### config.mk
export PLATFORM = sky130hd
export DESIGN_NAME = tick_prescaler
export DESIGN_NICKNAME = d
export VERILOG_FILES = /design/src/rtl/tick_prescaler_pkg.sv /design/src/rtl/psc_ctrl_regs.sv /design/src/rtl/psc_first_stage.sv /design/src/rtl/psc_tap_chain.sv /design/src/rtl/tick_prescaler.sv
export SDC_FILE = /design/constraint.sdc
export NUM_CORES = 1
export LEC_CHECK = 0
export ABC_AREA = 0
export CAP_MARGIN = 30
export CELL_PAD_IN_SITES_DETAIL_PLACEMENT = 0
export CELL_PAD_IN_SITES_GLOBAL_PLACEMENT = 1
export CORE_ASPECT_RATIO = 1.25
export CORE_MARGIN = 8
export CORE_UTILIZATION = 33
export CTS_BUF_LIST = sky130_fd_sc_hd__clkbuf_2 sky130_fd_sc_hd__clkbuf_4 sky130_fd_sc_hd__clkbuf_8
export CTS_CLUSTER_SIZE = 24
export DETAILED_ROUTE_END_ITERATION = 8
export PLACE_DENSITY_LB_ADDON = 0.1
export SLEW_MARGIN = 10
export SYNTH_ARGS = -nofsm -noshare
export SYNTH_HDL_FRONTEND = slang
export SYNTH_HIERARCHICAL = 1
export SYNTH_SLANG_ARGS = --single-unit
### constraint.sdc
create_clock -name clk -period 2.7 [get_ports clk]
set_input_delay 0.54 -clock clk [delete_from_list [all_inputs] [get_ports clk]]
set_output_delay 0.54 -clock clk [all_outputs]
set_load 0.1 [all_outputs]
### src/rtl/tick_prescaler_pkg.sv
package tick_prescaler_pkg;

  // Field positions inside the control word (software-visible layout)
  localparam int RUN_POS = 3;
  localparam int DIV_POS = 2;
  localparam int SEL_POS = 0;
  localparam int CFG_W   = 4;

  typedef struct packed {
    logic       run;
    logic       div3;
    logic [1:0] sel;
  } psc_cfg_t;

  // Terminal count of the first stage: ratio minus one
  function automatic logic [1:0] stage_last(input logic div3);
    return div3 ? 2'd2 : 2'd1;
  endfunction

  // Mask of the n low bits, n up to 31
  function automatic logic [31:0] low_ones(input int unsigned n);
    return (32'd1 << n) - 32'd1;
  endfunction

  // Number of chain bits that must be all ones for the sixth tap
  function automatic int unsigned last_tap_bits(input int unsigned num_bin,
                                                input logic [1:0] sel);
    return num_bin + 1 + int'(sel);
  endfunction

endpackage

### src/rtl/psc_ctrl_regs.sv
module psc_ctrl_regs
  import tick_prescaler_pkg::*;
#(
  parameter int DATA_W = 16
) (
  input  logic              clk,
  input  logic              rst_n,
  input  logic              wr_en,
  input  logic              rd_en,
  input  logic [DATA_W-1:0] wdata,
  output logic [DATA_W-1:0] rdata,
  output psc_cfg_t          cfg,
  output logic              restart
);

  localparam int RSV_W = DATA_W - CFG_W;

  psc_cfg_t          cfg_q;
  psc_cfg_t          cfg_wr;
  logic [DATA_W-1:0] rdata_q;
  logic [DATA_W-1:0] rd_word;

  always_comb begin
    cfg_wr.run  = wdata[RUN_POS];
    cfg_wr.div3 = wdata[DIV_POS];
    cfg_wr.sel  = wdata[SEL_POS +: 2];
  end

  assign rd_word = {{RSV_W{1'b0}}, cfg_q};

  // first-stage ratio change on a running prescaler
  assign restart = wr_en & cfg_q.run & (cfg_wr.div3 != cfg_q.div3);

  always_ff @(posedge clk) begin
    if (!rst_n) begin
      cfg_q   <= '0;
      rdata_q <= '0;
    end else begin
      if (rd_en) rdata_q <= rd_word;
      if (wr_en) cfg_q <= cfg_wr;
    end
  end

  assign rdata = rdata_q;
  assign cfg   = cfg_q;

  AST_RSVD_READ_ZERO: assert property (@(posedge clk) disable iff (!rst_n)
    rdata[DATA_W-1:CFG_W] == '0);

  AST_READ_OLD_VALUE: assert property (@(posedge clk) disable iff (!rst_n)
    rd_en |=> rdata[CFG_W-1:0] == $past(cfg_q));

  AST_READ_HOLD: assert property (@(posedge clk) disable iff (!rst_n)
    !rd_en |=> $stable(rdata));

endmodule

### src/rtl/psc_first_stage.sv
module psc_first_stage
  import tick_prescaler_pkg::*;
(
  input  logic clk,
  input  logic rst_n,
  input  logic run,
  input  logic div3,
  input  logic restart,
  output logic stage_tick
);

  logic [1:0] cnt_q;
  logic [1:0] cnt_d;
  logic [1:0] last;
  logic       at_end;

  assign last   = stage_last(div3);
  assign at_end = (cnt_q == last);

  always_comb begin
    if (!run || restart) cnt_d = 2'd0;
    else if (at_end)     cnt_d = 2'd0;
    else                 cnt_d = cnt_q + 2'd1;
  end

  always_ff @(posedge clk) begin
    if (!rst_n) cnt_q <= 2'd0;
    else        cnt_q <= cnt_d;
  end

  assign stage_tick = run & at_end;

  AST_HELD_WHEN_IDLE: assert property (@(posedge clk) disable iff (!rst_n)
    !run |=> cnt_q == 2'd0);

  AST_NO_DOUBLE_PULSE: assert property (@(posedge clk) disable iff (!rst_n)
    stage_tick |=> !stage_tick);

  AST_RESTART_CLEARS: assert property (@(posedge clk) disable iff (!rst_n)
    restart |=> cnt_q == 2'd0);

  AST_COUNT_IN_RANGE: assert property (@(posedge clk) disable iff (!rst_n)
    cnt_q <= 2'd2);

endmodule

### src/rtl/psc_tap_chain.sv
module psc_tap_chain
  import tick_prescaler_pkg::*;
#(
  parameter int NUM_BIN = 4,
  parameter int SEL_W   = 2
) (
  input  logic               clk,
  input  logic               rst_n,
  input  logic               run,
  input  logic               stage_tick,
  input  logic [SEL_W-1:0]   sel,
  output logic [NUM_BIN-1:0] bin_taps,
  output logic               last_tap
);

  localparam int CHAIN_W = NUM_BIN + (1 << SEL_W);

  logic [CHAIN_W-1:0] cnt_q;
  logic [31:0]        last_mask_full;
  logic [CHAIN_W-1:0] last_mask;

  always_ff @(posedge clk) begin
    if (!rst_n || !run) cnt_q <= '0;
    else if (stage_tick) cnt_q <= cnt_q + 1'b1;
  end

  genvar j;
  generate
    for (j = 0; j < NUM_BIN; j++) begin : g_bin
      assign bin_taps[j] = stage_tick & (&cnt_q[j:0]);
      if (j == 0) begin : g_first
        AST_NEST_ON_STAGE: assert property (@(posedge clk) disable iff (!rst_n)
          bin_taps[j] |-> stage_tick);
      end else begin : g_next
        AST_NEST_ON_FASTER: assert property (@(posedge clk) disable iff (!rst_n)
          bin_taps[j] |-> bin_taps[j-1]);
      end
    end
  endgenerate

  assign last_mask_full = low_ones(last_tap_bits(NUM_BIN, 2'(sel)));
  assign last_mask      = last_mask_full[CHAIN_W-1:0];
  assign last_tap       = stage_tick & ((cnt_q & last_mask) == last_mask);

  AST_CHAIN_STEP: assert property (@(posedge clk) disable iff (!rst_n)
    run && stage_tick |=> cnt_q == $past(cnt_q) + 1'b1);

  AST_LAST_ON_SLOWEST_BIN: assert property (@(posedge clk) disable iff (!rst_n)
    last_tap |-> bin_taps[NUM_BIN-1]);

endmodule

### src/rtl/tick_prescaler.sv
module tick_prescaler
  import tick_prescaler_pkg::*;
#(
  parameter int DATA_W  = 16,
  parameter int NUM_BIN = 4
) (
  input  logic                 clk,
  input  logic                 rst_n,
  input  logic                 wr_en,
  input  logic                 rd_en,
  input  logic [DATA_W-1:0]    wdata,
  output logic [DATA_W-1:0]    rdata,
  output logic [NUM_BIN+1:0]   tick_o
);

  localparam int NUM_TAPS = NUM_BIN + 2;

  psc_cfg_t           cfg;
  logic               restart;
  logic               stage_tick;
  logic [NUM_BIN-1:0] bin_taps;
  logic               last_tap;

  psc_ctrl_regs #(.DATA_W(DATA_W)) u_regs (
    .clk     (clk),
    .rst_n   (rst_n),
    .wr_en   (wr_en),
    .rd_en   (rd_en),
    .wdata   (wdata),
    .rdata   (rdata),
    .cfg     (cfg),
    .restart (restart)
  );

  psc_first_stage u_stage (
    .clk        (clk),
    .rst_n      (rst_n),
    .run        (cfg.run),
    .div3       (cfg.div3),
    .restart    (restart),
    .stage_tick (stage_tick)
  );

  psc_tap_chain #(.NUM_BIN(NUM_BIN), .SEL_W(2)) u_chain (
    .clk        (clk),
    .rst_n      (rst_n),
    .run        (cfg.run),
    .stage_tick (stage_tick),
    .sel        (cfg.sel),
    .bin_taps   (bin_taps),
    .last_tap   (last_tap)
  );

  assign tick_o = {last_tap, bin_taps, stage_tick};

  AST_IDLE_QUIET: assert property (@(posedge clk) disable iff (!rst_n)
    !cfg.run |-> tick_o == '0);

  AST_RUN_START_SILENT: assert property (@(posedge clk) disable iff (!rst_n)
    $rose(cfg.run) |-> tick_o == '0);

  initial begin
    if (NUM_TAPS != $bits(tick_o)) $error("tap count mismatch");
  end

endmodule

==> summary.txt, run 1 <==
Synthesis
  – Synth area leader: dfxtp_1
  – Synth warn: 6
  – Avg Cell Area, Syn: 9.441 um^2
  – Ranking of synthesized cells by area: dfxtp_1 39%, buf_4 14%, mux2i_1 11%
  – Post-synth EDFFs: 0
  – Mapped cell area: 934.6 um^2
  – Top-area cell type share of the netlist area: 0.3855
  – Synth Instances: 99
  – Fraction of registers with async set or reset after synthesis: 0
  – Post-synth top flop: dfxtp_1
  – Yosys cell types: 22
  – Sequential fraction of the synthesis area: 0.3855
  – FF+latch count, synth: 18

Critical path
  – WP depth: 5
  – Worst EP required: 2.16 ns
  – CP max-delay cell: dfxtp_1
  – Critical Path, Cell by Cell: or3b_1, a21boi_1, nand4_4, a211oi_2, buf_12
  – CP endpoint: tick_o[5]
  – Crit path capture type: primary output
  – Crit Path Class: register to primary output
  – CP max FO: 5
  – CP startpoint kind: register
  – Reg2reg end: u_chain/cnt_q[5]$_SDFFE_PP0P_
  – CP peak stage delay: 0.38 ns
  – R2r worst-path depth: 6
  – Critical path arrival: 2.00 ns
  – FF-to-FF setup slack: 0.68 ns
  – Worst Setup SP: u_stage/cnt_q[0]$_SDFF_PP0_
  – Buffers & Inverters on Critical Path: 1
  – Reg-to-reg critical path startpoint: u_stage/cnt_q[0]$_SDFF_PP0_
  – Kind of cell adding the most delay to the critical path: compound AO/OA/AOI/OAI gates

Detailed routing
  – Pre-antenna DRT Iters: 4
  – Wire per inst: 12.20 um
  – Vias per inst: 4.443
  – Detailed Route WL: 1818 um
  – DRT iter0 DRCs: 20
  – Antenna-violating nets left: 0
  – Vias: 662
  – DRC Markers: 0

Finish
  – Number of fill cells: 297
  – # nets final: 139
  – Antenna diodes: 0
  – Most frequent cells in the layout: 18 x dfxtp_1, 12 x conb_1, 10 x mux2i_1, 8 x nor2b_1, 7 x clkdlybuf4s50_1
  – Most common cell after layout, fill and taps aside: dfxtp_1
  – Post-route cell area: 0.001154 mm^2
  – Share of layout cells above drive strength 1: 0.1478
  – Synthesis-to-finish area growth: 23.43%

Timing
  – Final Hold Fails: 0
  – Setup TNS: 0 ns
  – RSZ-0062 raised after global routing: no
  – Tcrit/Tclk final: 0.9406
  – Min Tclk post-route: 2.540 ns
  – Slew Limit Fails: 0
  – F_max: 0.3938 GHz
  – Worst Clk Skew: 0.0007302 ns
  – Final setup fails: 0

Min path
  – Worst Hold Class: register to register

Floorplanning
  – I/O Pins: 42
  – Die Wd: 63.60 um
  – Num rows: 21
  – Initial Util: 0.3487
  – Die Area: 0.004802 mm^2
  – Core Footprint: 0.002680 mm^2
  – Chip height: 75.50 um

Clock network
  – # Post-CTS Setup Buffers: 0
  – Total CTS buffers: 3
  – Clock Path Buffers: 2
  – CTS clk-pin slew, worst paths: 0.10 ns
  – CTS tree: done
  – Skew-Pair Late Insertion Delay: 0.28 ns
  – Sink Count: 18
  – CTS Hold Bufs: 0
  – CTS HTree Levels: 1
  – CTS Root Cell: clkbuf_4

Place
  – Detailed Place HPWL: 1434 um
  – Port bufs: 17
  – Post-DP Area: 0.001126 mm^2
  – Final GP Congestion: 0.7364

Outcome
  – Outcome: completed

Power
  – Design Power: 0.5354 mW
  – Pleak: 0.4637 nW
  – Pwr Density: 464.1 mW/mm^2
  – Max VDD drop: 0.0002096 V

Global route
  – Initial antenna violation count: 0
  – Remaining Overflow, GRT: 0
  – All-Layer GR Usage: 0.08150
  – Vias in the first global route: 724
  – Largest net degree at the start of global routing: 11
  – First-pass GRT wire length: 3132 um

Flow run
  – # Max-Cap Violations: 0
-- synthesized netlist by cell type (all sizes together), types with 2 or more instances --
cell and n:
dfxtp 18, buf 17, mux2i 10, nor2b 8, nor2 6, o21ai 5, a21oi 4, nand4 4
and2 3, nand2 3, nand3b 3, or3 3, xor2 3, a211oi 2, ha 2, inv 2
or3b 2
-- power by group --
| group | internal, mW | switching, mW | total (mW) |
|---|---|---|---|
| sequential | 0.272 | 0.00519 | 0.277 |
| clock | 0.0518 | 0.0793 | 0.131 |
| combinational | 0.0240 | 0.104 | 0.128 |
| total | 0.347 | 0.188 | 0.535 |
-- flip-flops by register name, summed over array words and instances, names as in the netlist --
register       cells
u_chain/cnt_q      8
u_regs/cfg         4
u_regs/rdata       4
u_stage/cnt_q      2
-- worst min-delay path by stage --
| stage | from | depth (start not counted) | slack (ns) | endpoint |
|---|---|---|---|---|
| floorplan | u_stage/cnt_q[0]$_SDFF_PP0_ | 1 | 0.43 | u_stage/cnt_q[0]$_SDFF_PP0_ |
| global placement | u_stage/cnt_q[0]$_SDFF_PP0_ | 1 | 0.45 | u_stage/cnt_q[0]$_SDFF_PP0_ |
| detailed placement | u_stage/cnt_q[0]$_SDFF_PP0_ | 1 | 0.47 | u_stage/cnt_q[0]$_SDFF_PP0_ |
| CTS | u_stage/cnt_q[0]$_SDFF_PP0_ | 1 | 0.48 | u_stage/cnt_q[0]$_SDFF_PP0_ |
| global route | u_stage/cnt_q[0]$_SDFF_PP0_ | 1 | 0.51 | u_stage/cnt_q[0]$_SDFF_PP0_ |
| finish | u_stage/cnt_q[0]$_SDFF_PP0_ | 1 | 0.48 | u_stage/cnt_q[0]$_SDFF_PP0_ |
-- timing repair --
| action | 4_1_cts | 5_1_grt |
|---|---|---|
| endpoints found under the setup margin | 0 | 1 |
| hold endpoints to repair | 0 | 0 |
| gates resized for setup | 0 | 1 |
-- per-stage QoR --
step / util / setup slack [ns] / hold WS, ns / instances
global route: 0.4304 / 0.04743 / 0.5142 / 149
floorplan: - / 0.3206 / 0.4336 / 110
finish: 0.4304 / 0.1603 / 0.4798 / 149
global placement: 0.4202 / 0.3698 / 0.4516 / 146
CTS: 0.4286 / 0.01202 / 0.4839 / 149
detailed placement: 0.4202 / 0.3613 / 0.4705 / 146
-- cells by family after synthesis --
logic type                 Yosys count  share of synthesized area
muxes                               10                     0.1071
xor gates and xnor gates             4                    0.03749
AOI/OAI and AO/OA                   12                    0.07228
adders and majority gates            2                    0.02677
buffers and inverters               19                     0.1446
and+or+nand+nor                     33                     0.2222
other                                1                   0.004012
DFF                                 18                     0.3855
-- layout make-up --
| type | count | area, um^2 | area share |
|---|---|---|---|
| Timing Repair Buffer | 19 | 235.2 | 0.2039 |
| Inverter | 2 | 7.507 | 0.006508 |
| Multi-Input combinational cell | 73 | 485.5 | 0.4208 |
| Clock buffer | 3 | 22.52 | 0.01952 |
| Tap cell | 34 | 42.54 | 0.03688 |
| Sequential cell | 18 | 360.3 | 0.3124 |
-- metal layers --
metal  global-route usage  share of wire
met1              0.08469           0.41
met2               0.1354           0.52
met3              0.03382          0.053
met4              0.05211          0.020
met5                    0              0
No activity file was read; power rests on OpenSTA's default activity.
==> run 2: changes to the inputs <==
--- a/config.mk
+++ b/config.mk
@@ -9,13 +9,13 @@
 export CAP_MARGIN = 30
 export CELL_PAD_IN_SITES_DETAIL_PLACEMENT = 0
 export CELL_PAD_IN_SITES_GLOBAL_PLACEMENT = 1
-export CORE_ASPECT_RATIO = 1.25
+export CORE_ASPECT_RATIO = 0.5
 export CORE_MARGIN = 8
 export CORE_UTILIZATION = 33
 export CTS_BUF_LIST = sky130_fd_sc_hd__clkbuf_2 sky130_fd_sc_hd__clkbuf_4 sky130_fd_sc_hd__clkbuf_8
 export CTS_CLUSTER_SIZE = 24
 export DETAILED_ROUTE_END_ITERATION = 8
-export PLACE_DENSITY_LB_ADDON = 0.1
+export PLACE_DENSITY = 0.88
 export SLEW_MARGIN = 10
 export SYNTH_ARGS = -nofsm -noshare
 export SYNTH_HDL_FRONTEND = slang
==> summary.txt, run 2 (synthesis gave the netlist of run 1 again) <==
Clock network
  – Skew-Pair Late Insertion Delay: 0.25 ns (-0.03 ns)
  – CTS Root Cell: clkbuf_8
  – CTS HTree Levels: 1 (unchanged)
  – # Post-CTS Setup Buffers: 0 (unchanged)
  – CTS tree: done
  – CTS clk-pin slew, worst paths: 0.06 ns (-0.04 ns)
  – Total CTS buffers: 3 (unchanged)
  – Sink Count: 18 (unchanged)
  – CTS Hold Bufs: 0 (unchanged)
  – Clock Path Buffers: 2 (unchanged)

Detailed routing
  – Wire per inst: 10.89 um (-11%)
  – Detailed Route WL: 1655 um (-9.0%)
  – Pre-antenna DRT Iters: 4 (unchanged)
  – DRC Markers: 0 (unchanged)
  – DRT iter0 DRCs: 38 (+90%)
  – Vias per inst: 4.461 (+0.40%)
  – Vias: 678 (+2.4%)
  – Antenna-violating nets left: 0 (unchanged)

Outcome
  – Outcome: completed

Finish
  – Most frequent cells in the layout: 18 x dfxtp_1, 12 x conb_1, 10 x mux2i_1, 8 x nor2b_1, 7 x clkdlybuf4s50_1
  – Biggest register: u_chain/cnt_q
  – # nets final: 139 (unchanged)
  – Fin cells: 152 (+2.0%)
  – Most common cell after layout, fill and taps aside: dfxtp_1
  – Synthesis-to-finish area growth: 25.84%
  – Max reg flops: 8 (unchanged)
  – Share of layout cells above drive strength 1: 0.1478 (unchanged)
  – Antenna diodes: 0 (unchanged)

Timing
  – Setup TNS: 0 ns (unchanged)
  – Tcrit/Tclk final: 0.9130 (-0.02766)
  – RSZ-0062 raised after global routing: no
  – Hold slack: 0.4837 ns (+0.003918 ns)
  – Worst Clk Skew: 0.003256 ns (+0.002525 ns)
  – Min Tclk post-route: 2.465 ns (-0.07469 ns)
  – Final Hold Fails: 0 (unchanged)
  – F_max: 0.4057 GHz (+3.0%)
  – Slew Limit Fails: 0 (unchanged)
  – Final setup fails: 0 (unchanged)

Global route
  – First-pass GRT wire length: 3029 um (-3.3%)
  – Largest net degree at the start of global routing: 11 (unchanged)
  – Initial antenna violation count: 0 (unchanged)
  – Remaining Overflow, GRT: 0 (unchanged)
  – All-Layer GR Usage: 0.07511 (-0.006394)
  – Vias in the first global route: 694 (-4.1%)

Critical path
  – CP endpoint: tick_o[5]
  – R2r worst-path depth: 6 (unchanged)
  – Worst EP required: 2.16 ns (about the same)
  – Crit path capture type: primary output
  – Critical path arrival: 1.92 ns (-0.08 ns)
  – Reg2reg end: u_chain/cnt_q[5]$_SDFFE_PP0P_
  – Worst Setup SP: u_stage/cnt_q[0]$_SDFF_PP0_
  – CP max FO: 10 (+5)
  – FF-to-FF setup slack: 0.91 ns (+0.23 ns)
  – Crit Path Class: register to primary output
  – Reg-to-reg critical path startpoint: u_stage/cnt_q[0]$_SDFF_PP0_
  – CP startpoint kind: register

Floorplanning
  – Chip height: 53.63 um (-29%)
  – Initial Util: 0.3525 (+0.003785)
  – Core Footprint: 0.002651 mm^2 (-1.1%)
  – Die Area: 0.004895 mm^2 (+1.9%)
  – I/O Pins: 42 (unchanged)
  – Num rows: 13 (-38%)
  – Die Wd: 91.27 um (+43%)

Place
  – Detailed Place HPWL: 1348 um (-6.0%)
  – Port bufs: 17 (unchanged)
  – Placed Cells: 149 (+2.1%)
  – Final GP Congestion: 0.7811 (+6.1%)

Power
  – Pwr Density: 495.3 mW/mm^2 (+6.7%)
  – Max VDD drop: 0.0002080 V (-0.78%)
  – Pleak: 0.4714 nW (+1.7%)

Flow run
  – # Max-Cap Violations: 0 (unchanged)

Min path
  – Worst Hold Class: register to register
-- run 2: changes by cell type in the layout (fill, tap and decap cells not counted) --
cell,change
clkbuf_4,-3
clkbuf_8,+3
-- run 2: layout make-up --
| cell class | instances | area [um^2] |
|---|---|---|
| clock buffers | 3 | 41.29 |
| inverters | 2 | 7.507 |
| well taps | 37 | 46.29 |
| flip-flops and latches | 18 | 360.3 |
| repair buffers | 19 | 235.2 |
| fillers | 261 | 1475 |
| multi-input cells | 73 | 485.5 |
-- run 2: power breakdown --
part | total (mW) | switching (mW) | internal (mW)
clock | 0.178 | 0.0794 | 0.0988
sequential | 0.277 | 0.00521 | 0.272
combinational | 0.127 | 0.103 | 0.0240
-- run 2: how the worst min path moves through the flow --
stage	from	to	depth (start not counted)
after floorplan	u_stage/cnt_q[0]$_SDFF_PP0_	u_stage/cnt_q[0]$_SDFF_PP0_	1
after global placement	u_stage/cnt_q[0]$_SDFF_PP0_	u_stage/cnt_q[0]$_SDFF_PP0_	1
after detailed placement	u_stage/cnt_q[0]$_SDFF_PP0_	u_stage/cnt_q[0]$_SDFF_PP0_	1
after CTS	u_stage/cnt_q[0]$_SDFF_PP0_	u_stage/cnt_q[0]$_SDFF_PP0_	1
after global routing	u_stage/cnt_q[0]$_SDFF_PP0_	u_stage/cnt_q[0]$_SDFF_PP0_	1
final	u_stage/cnt_q[0]$_SDFF_PP0_	u_stage/cnt_q[0]$_SDFF_PP0_	1
-- run 2: stage by stage --
step / area [um^2] / setup WS [ns] / util / power (mW)
after floorplan: 975.9 / 0.3206 / - / 0.4045
after global placement: 1130 / 0.3903 / 0.4261 / 0.4091
after detailed placement: 1130 / 0.3626 / 0.4261 / 0.4099
after CTS: 1171 / 0.08387 / 0.4417 / 0.5917
after global routing: 1176 / 0.1101 / 0.4436 / 0.6076
final: 1176 / 0.2350 / 0.4436 / 0.5826
-- run 2: repair_timing --
action / in CTS / in global routing
endpoints found under the hold margin: 0 / 0
endpoints found under the setup margin: 0 / 1
resized for setup: 0 / 1
-- run 2: worst max-delay path: stages, from the launching register on --
cell and delay, ns:
dfxtp_1 0.37, or3b_1 0.35, a21boi_1 0.14, buf_4 0.21, nand4_4 0.13, a211oi_2 0.25
buf_12 0.21
-- run 2: per-layer routing --
| metal | wire length [um] | track usage | vias to the layer above | share of wire |
|---|---|---|---|---|
| li1 | - | - | 343 | - |
| met1 | 741 | 0.08168 | 313 | 0.45 |
| met2 | 808 | 0.1360 | 20 | 0.49 |
| met3 | 92 | 0.03047 | 2 | 0.056 |
| met4 | 12 | 0.02413 | 0 | 0.0073 |
| met5 | 0 | 0 | - | 0 |
==> run 3: changes to the inputs <==
--- a/config.mk
+++ b/config.mk
@@ -15,7 +15,7 @@
 export CTS_BUF_LIST = sky130_fd_sc_hd__clkbuf_2 sky130_fd_sc_hd__clkbuf_4 sky130_fd_sc_hd__clkbuf_8
 export CTS_CLUSTER_SIZE = 24
 export DETAILED_ROUTE_END_ITERATION = 8
-export PLACE_DENSITY = 0.88
+export PLACE_DENSITY_LB_ADDON = 0.1
 export SLEW_MARGIN = 10
 export SYNTH_ARGS = -nofsm -noshare
 export SYNTH_HDL_FRONTEND = slang
==> summary.txt, run 3 (synthesis gave the netlist of run 1 again) <==
Power
  – Net switching power: 0.1940 mW (+3.3%)
  – Sw frac: 0.3140 (-0.008398)
  – Clock Power Share: 0.345 (+0.039)
  – Pleak: 0.4734 nW (+0.41%)
  – Share of power burned in registers: 0.451 (-0.025)
  – Cell internal pwr: 0.4240 mW (+7.4%)
  – Pwr Density: 522.7 mW/mm^2 (+5.5%)
  – Max VDD drop: 0.0002456 V (+18%)
  – Combinational Power Share: 0.203 (-0.015)

Detailed routing
  – Vias: 678 (unchanged)
  – Vias per inst: 4.461 (unchanged)
  – Wire per inst: 12.10 um (+11%)
  – DRT iter0 DRCs: 10 (-74%)
  – Antenna-violating nets left: 0 (unchanged)
  – Pre-antenna DRT Iters: 3 (-1)
  – DRC Markers: 0 (unchanged)
  – Detailed Route WL: 1839 um (+11%)

Timing
  – RSZ-0062 raised after global routing: no
  – Setup TNS: 0 ns (unchanged)
  – Final Hold Fails: 0 (unchanged)
  – Min Tclk post-route: 2.547 ns (+0.08210 ns)
  – Worst Clk Skew: 0.004976 ns (+0.001720 ns)
  – Final setup fails: 0 (unchanged)
  – Slew Limit Fails: 0 (unchanged)
  – Tcrit/Tclk final: 0.9434 (+0.03041)
  – F_max: 0.3926 GHz (-3.2%)

Critical path
  – Worst EP required: 2.16 ns (about the same)
  – Critical Path, Cell by Cell: or3b_1, a21boi_1, nand4_4, a211oi_2, buf_12
  – Crit Path Class: register to primary output
  – CP max FO: 8 (-2)
  – Critical path arrival: 2.01 ns (+0.09 ns)
  – CP startpoint kind: register
  – CP max-delay cell: or3b_1
  – Crit path capture type: primary output
  – CP peak stage delay: 0.40 ns (+0.03 ns)

Global route
  – Largest net degree at the start of global routing: 11 (unchanged)
  – First-pass GRT wire length: 2967 um (-2.0%)
  – Vias in the first global route: 682 (-1.7%)
  – Initial antenna violation count: 0 (unchanged)
  – Remaining Overflow, GRT: 0 (unchanged)
  – All-Layer GR Usage: 0.07511 (unchanged)

Finish
  – Most common cell after layout, fill and taps aside: dfxtp_1
  – Max reg flops: 8 (unchanged)
  – Biggest register: u_chain/cnt_q
  – Synthesis-to-finish area growth: 26.51%
  – Most frequent cells in the layout: 18 x dfxtp_1, 12 x conb_1, 10 x mux2i_1, 8 x nor2b_1, 7 x clkdlybuf4s50_1
  – Post-route cell area: 0.001182 mm^2 (+0.53%)
  – # nets final: 138 (-0.72%)
  – Antenna diodes: 0 (unchanged)
  – Share of layout cells above drive strength 1: 0.1478 (unchanged)

Clock network
  – CTS tree: done
  – CTS clk-pin slew, worst paths: 0.06 ns (about the same)
  – CTS HTree Levels: 1 (unchanged)
  – Clock Path Buffers: 2 (unchanged)
  – Total CTS buffers: 3 (unchanged)
  – CTS Root Cell: clkbuf_8
  – Skew-Pair Late Insertion Delay: 0.25 ns (about the same)
  – Sink Count: 18 (unchanged)

Floorplanning
  – Initial Util: 0.3525 (unchanged)
  – I/O Pins: 42 (unchanged)
  – Num rows: 13 (unchanged)
  – Chip height: 53.63 um (unchanged)
  – Die Wd: 91.27 um (unchanged)
  – Core Footprint: 0.002651 mm^2 (unchanged)
  – Die Area: 0.004895 mm^2 (unchanged)

Place
  – Final GP Congestion: 0.7178 (-8.1%)
  – Detailed Place HPWL: 1450 um (+7.5%)
  – Post-DP Area: 0.001122 mm^2 (-0.66%)
  – Port bufs: 17 (unchanged)

Outcome
  – Outcome: completed

Flow run
  – # Max-Cap Violations: 0 (unchanged)

Min path
  – Worst Hold Class: register to register
[run 3: cell count changes in the layout (fill, tap and decap cells not counted)]
cell      change
buf_4         -1
clkbuf_8      +1
[run 3: critical path: cells and delay by family (launching register included)]
kind / cells / cell delay (ns)
and+or+nand+nor: 2 / 0.57
AOI/OAI and AO/OA: 2 / 0.59
buffers and inverters: 1 / 0.21
DFF: 1 / 0.39
[run 3: layout make-up]
class	instances	area, um^2
clock buffer	4	55.05
inverter	2	7.507
sequential	18	360.3
fill	262	1469
tap	37	46.29
timing repair buffer	18	227.7
multi-input combinational	73	485.5
[run 3: worst paths after layout]
check | from | end | slack (ns) | cells past startpoint
worst max register to register | u_regs/cfg[2]$_SDFFE_PN0P_ | u_chain/cnt_q[5]$_SDFFE_PP0P_ | 0.65 | 6
worst min register to register | u_stage/cnt_q[0]$_SDFF_PP0_ | u_stage/cnt_q[0]$_SDFF_PP0_ | 0.49 | 1
worst min-delay path | u_stage/cnt_q[0]$_SDFF_PP0_ | u_stage/cnt_q[0]$_SDFF_PP0_ | 0.49 | 1
worst max-delay path | u_regs/cfg[2]$_SDFFE_PN0P_ | tick_o[5] | 0.15 | 5
[run 3: per-layer routing]
layer | global-route usage | vias to the layer above | routed length (um)
li1 | - | 343 | -
met3 | 0.02770 | 2 | 57
met5 | 0 | - | 0
met2 | 0.1301 | 19 | 809
met1 | 0.08565 | 314 | 950
met4 | 0.02949 | 0 | 23
[run 3: metrics by stage]
step           setup WS, ns  std cells  utilization  power (mW)  hold slack, ns
6_report             0.1529        152       0.4460      0.6180          0.4874
5_1_grt             0.05336        152       0.4460      0.6426          0.5000
4_1_cts             0.01082        152       0.4441      0.6254          0.4792
3_5_place_dp         0.3149        148       0.4233      0.4098          0.4707
3_3_place_gp         0.3280        148       0.4233      0.4078          0.4460
2_1_floorplan        0.3206        110            -      0.4045          0.4336
[run 3: timing repair]
item	CTS	global route
endpoints found under the setup margin	0	1
gates resized for setup	0	1
hold buffers	0	0
setup buffers	0	0
[run 3: power groups by stage]
| stage | clock network (mW) | registers [mW] | logic, mW |
|---|---|---|---|
| floorplan | 0 | 0.298 | 0.107 |
| global placement | 0 | 0.284 | 0.124 |
| detailed placement | 0 | 0.285 | 0.125 |
| CTS | 0.222 | 0.279 | 0.125 |
| global route | 0.233 | 0.280 | 0.130 |
| finish | 0.214 | 0.279 | 0.126 |
